### config.mk
export PLATFORM = sky130hd
export DESIGN_NAME = fetch_seq
export DESIGN_NICKNAME = d
export VERILOG_FILES = /design/src/rtl/fetch_seq_pkg.sv /design/src/rtl/fetch_seq_ctl.sv /design/src/rtl/fetch_seq_dp.sv /design/src/rtl/fetch_seq.sv
export SDC_FILE = /design/constraint.sdc
export NUM_CORES = 1
export LEC_CHECK = 0
export BUFFER_PORTS_ARGS = -buffer_cell sky130_fd_sc_hd__buf_2
export CAP_MARGIN = 5
export CORE_ASPECT_RATIO = 0.8
export CORE_MARGIN = 4
export CORE_UTILIZATION = 45
export DETAILED_ROUTE_END_ITERATION = 8
export MAX_ROUTING_LAYER = met4
export PLACE_DENSITY = 0.73
export SLEW_MARGIN = 20
export SYNTH_ARGS = -nofsm -noshare
export SYNTH_HDL_FRONTEND = slang
export SYNTH_HIERARCHICAL = 1
export SYNTH_SLANG_ARGS = --single-unit
### constraint.sdc
create_clock -name clk -period 2.1 [get_ports clk]
set_input_delay 0.21 -clock clk [delete_from_list [all_inputs] [get_ports clk]]
set_output_delay 0.21 -clock clk [all_outputs]
set_load 0.05 [all_outputs]
### src/rtl/fetch_seq_pkg.sv
package fetch_seq_pkg;
  parameter int ADDR_W        = 16;
  parameter int NUM_IRQ       = 5;
  parameter int IDX_W         = $clog2(NUM_IRQ);
  parameter int ON_CHIP_BYTES = 4096;
  parameter int VEC_BASE      = 3;
  parameter int VEC_STRIDE    = 8;

  typedef struct packed {
    logic             loadVec;
    logic             loadJump;
    logic             incr;
    logic [IDX_W-1:0] vecIdx;
  } seqStrobes_t;
endpackage

### src/rtl/fetch_seq_ctl.sv
module fetch_seq_ctl
  import fetch_seq_pkg::*;
(
  input  logic               clk,
  input  logic               rstN,
  input  logic               fetchAdv,
  input  logic               jumpLoad,
  input  logic [NUM_IRQ-1:0] irqReq,
  input  logic               retiPulse,
  output seqStrobes_t        strb,
  output logic               irqAck,
  output logic [IDX_W-1:0]   irqIdx
);
  logic             inService;
  logic             accept;
  logic [IDX_W-1:0] winIdx;

  // scan from the top so the lowest set bit is the last one written
  always_comb begin
    winIdx = '0;
    for (int i = NUM_IRQ - 1; i >= 0; i--) begin
      if (irqReq[i]) winIdx = IDX_W'(i);
    end
  end

  assign accept = fetchAdv && !inService && (|irqReq);

  always_comb begin
    strb.loadVec  = accept;
    strb.loadJump = !accept && jumpLoad;
    strb.incr     = !accept && !jumpLoad && fetchAdv;
    strb.vecIdx   = winIdx;
  end

  always_ff @(posedge clk or negedge rstN) begin
    if (!rstN) begin
      inService <= 1'b0;
      irqAck    <= 1'b0;
      irqIdx    <= '0;
    end else begin
      irqAck <= accept;
      if (accept) begin
        inService <= 1'b1;
        irqIdx    <= winIdx;
      end else if (retiPulse) begin
        inService <= 1'b0;
      end
    end
  end
endmodule

### src/rtl/fetch_seq_dp.sv
module fetch_seq_dp
  import fetch_seq_pkg::*;
(
  input  logic              clk,
  input  logic              rstN,
  input  logic              extStrap,
  input  seqStrobes_t       strb,
  input  logic [ADDR_W-1:0] jumpTarget,
  output logic [ADDR_W-1:0] pc,
  output logic [ADDR_W-1:0] retAddr,
  output logic              fetchExt
);
  localparam logic [ADDR_W-1:0] ON_CHIP_LIMIT = ADDR_W'(ON_CHIP_BYTES);

  logic [ADDR_W-1:0] vecAddr;

  assign vecAddr  = ADDR_W'(VEC_BASE) + ADDR_W'(VEC_STRIDE) * ADDR_W'(strb.vecIdx);
  assign fetchExt = !extStrap || (pc >= ON_CHIP_LIMIT);

  always_ff @(posedge clk or negedge rstN) begin
    if (!rstN) begin
      pc      <= '0;
      retAddr <= '0;
    end else begin
      if (strb.loadVec) begin
        pc      <= vecAddr;
        retAddr <= pc;
      end else if (strb.loadJump) begin
        pc <= jumpTarget;
      end else if (strb.incr) begin
        pc <= pc + 1'b1;
      end
    end
  end
endmodule

### src/rtl/fetch_seq.sv
module fetch_seq
  import fetch_seq_pkg::*;
(
  input  logic               clk,
  input  logic               rstN,
  input  logic               extStrap,
  input  logic               fetchAdv,
  input  logic               jumpLoad,
  input  logic [ADDR_W-1:0]  jumpTarget,
  input  logic [NUM_IRQ-1:0] irqReq,
  input  logic               retiPulse,
  output logic [ADDR_W-1:0]  fetchAddr,
  output logic               fetchExt,
  output logic               irqAck,
  output logic [IDX_W-1:0]   irqIdx,
  output logic [ADDR_W-1:0]  retAddr
);
  seqStrobes_t strb;

  fetch_seq_ctl u_ctl (
    .clk(clk), .rstN(rstN), .fetchAdv(fetchAdv), .jumpLoad(jumpLoad),
    .irqReq(irqReq), .retiPulse(retiPulse), .strb(strb),
    .irqAck(irqAck), .irqIdx(irqIdx)
  );

  fetch_seq_dp u_dp (
    .clk(clk), .rstN(rstN), .extStrap(extStrap), .strb(strb),
    .jumpTarget(jumpTarget), .pc(fetchAddr), .retAddr(retAddr),
    .fetchExt(fetchExt)
  );
endmodule

==> flow_summary.yaml <==
critical_path:
  start_kind: "input port"
  ff2ff_setup_slack_ps: 430
  path_max_fanout: 11
  crit_slowest_cell: "or4_4"
  cp_slowest_stage_delay_ps: 530
  path_cells: "buf_2, or4_4, o21ai_1, and3b_2, nand4_1, buf_4, nor4_2, a31oi_1, o31a_1"
  critical_path.endpoint: "u_dp/pc[15]"
  r2r_end: "u_dp/pc[15]"
  crit_path_start: "irqReq[3]"
  r2r-start: "u_ctl/inService"
  crit_path_end_kind: "flip-flop"
  critical_path_arrival_ps: 2090
  required_ps: 2270
  criticalPathCategory: "in -> reg"
  worstRegToRegCells: 8
timing:
  hold_viol: 0
  fmax_mhz: 519.3
  grt_setup_unrepaired: "false"
  slew_headroom: 0.4626
  finalCriticalPeriod_ps: 1926
  skew_ps: 3.825
  tightest_slew_ps: 806.2
  finalCritPeriodShare: 0.9170
  final_max_slew_viol_count: 0
  setup_viol: 0
global_routing:
  grt_pass1_wl_um: 6920
  grt_pass1_vias: 1454
  antenna_found_initial: 0
  grt_start_max_net_pins: 38
  grtUsageTotal: 0.1748
  gr-total-overflow: 0
final_layout:
  mostFrequentLayoutCells: "buf_2 (63), dfrtp_1 (37), inv_1 (18)"
  layout-drive-gt1-share: 0.4257
  nFillCells: 340
  final_core_util: 0.6202
  final_cell_area_mm2: 0.002421
  diodes: 0
  syn_to_final_growth_pct: 28.74
  final_common_cell: "buf_2"
  final_nets: 277
synth:
  avgSynthCellArea_um2: 10.62
  yosys.area.top_type: "dfrtp_1"
  syn_inst: 177
  ys_types: 36
  synth_area_leaders: "dfrtp_1 (49%), mux2_2 (9.6%), xor2_1 (4.2%), inv_1 (3.6%), a21oi_1 (3.2%)"
  synth.top_cell.area_share: 0.4923
  ys_seq_elements: 37
  synth_area_mm2: 0.001881
  ys_seq_area_frac: 0.4923
  yosys_warnings: 6
  synth.net_count: 206
drt:
  drcViolationCount: 0
  drt_iter0_drc: 86
  wl_um: 3964
  wl_per_cell_um: 13.04
  firstDrtPassIters: 4
  ant_nets: 0
  via_count: 1496
  via_per_inst: 4.921
die:
  io_pins: 64
  dieArea_mm2: 0.005284
  start_util: 0.4817
  die_h_um: 65.82
  row_count: 20
  dieWidth_um: 80.28
  core_area_mm2: 0.003904
clock_tree:
  numCtsBuffers: 5
  cts_setup_buffers: 0
  htreeDepth: 2
  cts_tree: "yes"
  post_cts_resized: 0
  clk_path_buf_depth: 2
  clkLatencyLatePin_ps: 280
  clock-sinks: 37
  clockRootBuffer: "clkbuf_8"
  clk_pin_slew_worst_paths_ps: 70
  cts_hold_buf: 0
place:
  placed_cell_area_mm2: 0.002338
  dp.final_hpwl_um: 2955
  portBuffers: 63
  gp_congestion: 0.8568
job:
  drv_cap: 0
worst_hold_path:
  hold_class: "in -> async"
pwr:
  ir_worst_vdd_uv: 785.9
  p_per_area_mw_per_mm2: 1146
  leakage_nw: 1.206
status:
  status: "finished clean"
[stage by stage]
| step | power [mW] | setup TNS, ps | std cells | hold slack (ps) | worst slack, ps |
|---|---|---|---|---|---|
| 3_3_place_gp | 2.330 | -133.1 | 296 | 352.5 | -64.52 |
| 4_1_cts | 2.810 | 0 | 304 | 40.80 | 178.8 |
| 5_1_grt | 2.953 | 0 | 304 | 79.95 | 37.51 |
| 6_report | 2.776 | 0 | 304 | 14.90 | 174.3 |
| 2_1_floorplan | 2.005 | -168.5 | 177 | -85.59 | -51.19 |
| 3_5_place_dp | 2.342 | -409.6 | 296 | 352.8 | -121.6 |
[logic make-up after synthesis]
kind of cell    synth area share
mux                       0.1304
fa+ha+maj                0.01330
flops                     0.4923
simple gates              0.1317
buf+inv                  0.05722
compound gates            0.1145
xor+xnor                 0.06055
[worst min path at each step]
stage | start | endpoint | slack (ps) | cells after the start
after global placement | rstN | u_dp/retAddr[15] | 350 | 1
final | rstN | u_dp/retAddr[15] | 10 | 1
after global routing | rstN | u_dp/retAddr[15] | 80 | 1
after floorplan | rstN | u_ctl/inService | -90 | 0
after CTS | rstN | u_dp/retAddr[15] | 40 | 1
after detailed placement | rstN | u_dp/retAddr[15] | 350 | 1
[state kept, by name, indices dropped and copies added (netlist names)]
register and cells:
u_dp/pc 16, u_dp/retAddr 16, u_ctl/irqIdx 3, u_ctl/inService 1
u_ctl/irqAck 1
[routing by layer]
metal	track usage	routed length, um
met1	0.2493	2053
met5	-	0
met4	0.06540	59
met3	0.04496	252
met2	0.2386	1599
[worst max-delay path, delay by kind of cell]
kind,cells,cell delay (ps)
compound gates,3,510
buf+inv,2,300
simple gates,4,1070
[Yosys cell counts (all sizes together)]
library cell	n
a21o	1
a21oi	13
a221oi	1
a22o	1
a31oi	1
and2	1
and3b	1
and4	1
buf	3
clkbuf	6
dfrtp	37
ha	2
inv	18
mux2	17
mux2i	5
nand2	9
nand2b	3
nand3	4
nand4	5
nor2	4
nor2b	1
nor3	7
nor3b	1
nor4	4
o21a	8
o21ai	7
o31a	1
or3	1
or4	1
xnor2	4
xor2	9
[cell type report]
class / count / area, um2 / area share
Inverter: 18 / 67.56 / 0.02791
Clock inverter: 2 / 10.01 / 0.004134
Timing Repair Buffer: 73 / 415.4 / 0.1716
Clock buffer: 6 / 72.57 / 0.02997
Multi-Input combinational cell: 113 / 860.8 / 0.3556
Tap cell: 55 / 68.82 / 0.02842
Sequential cell: 37 / 925.9 / 0.3824
[power by group]
group	internal, mW	switching (mW)
combinational	0.362	0.916
clock	0.229	0.227
sequential	0.893	0.150
Note: power is estimated with default switching activity, not from simulation.
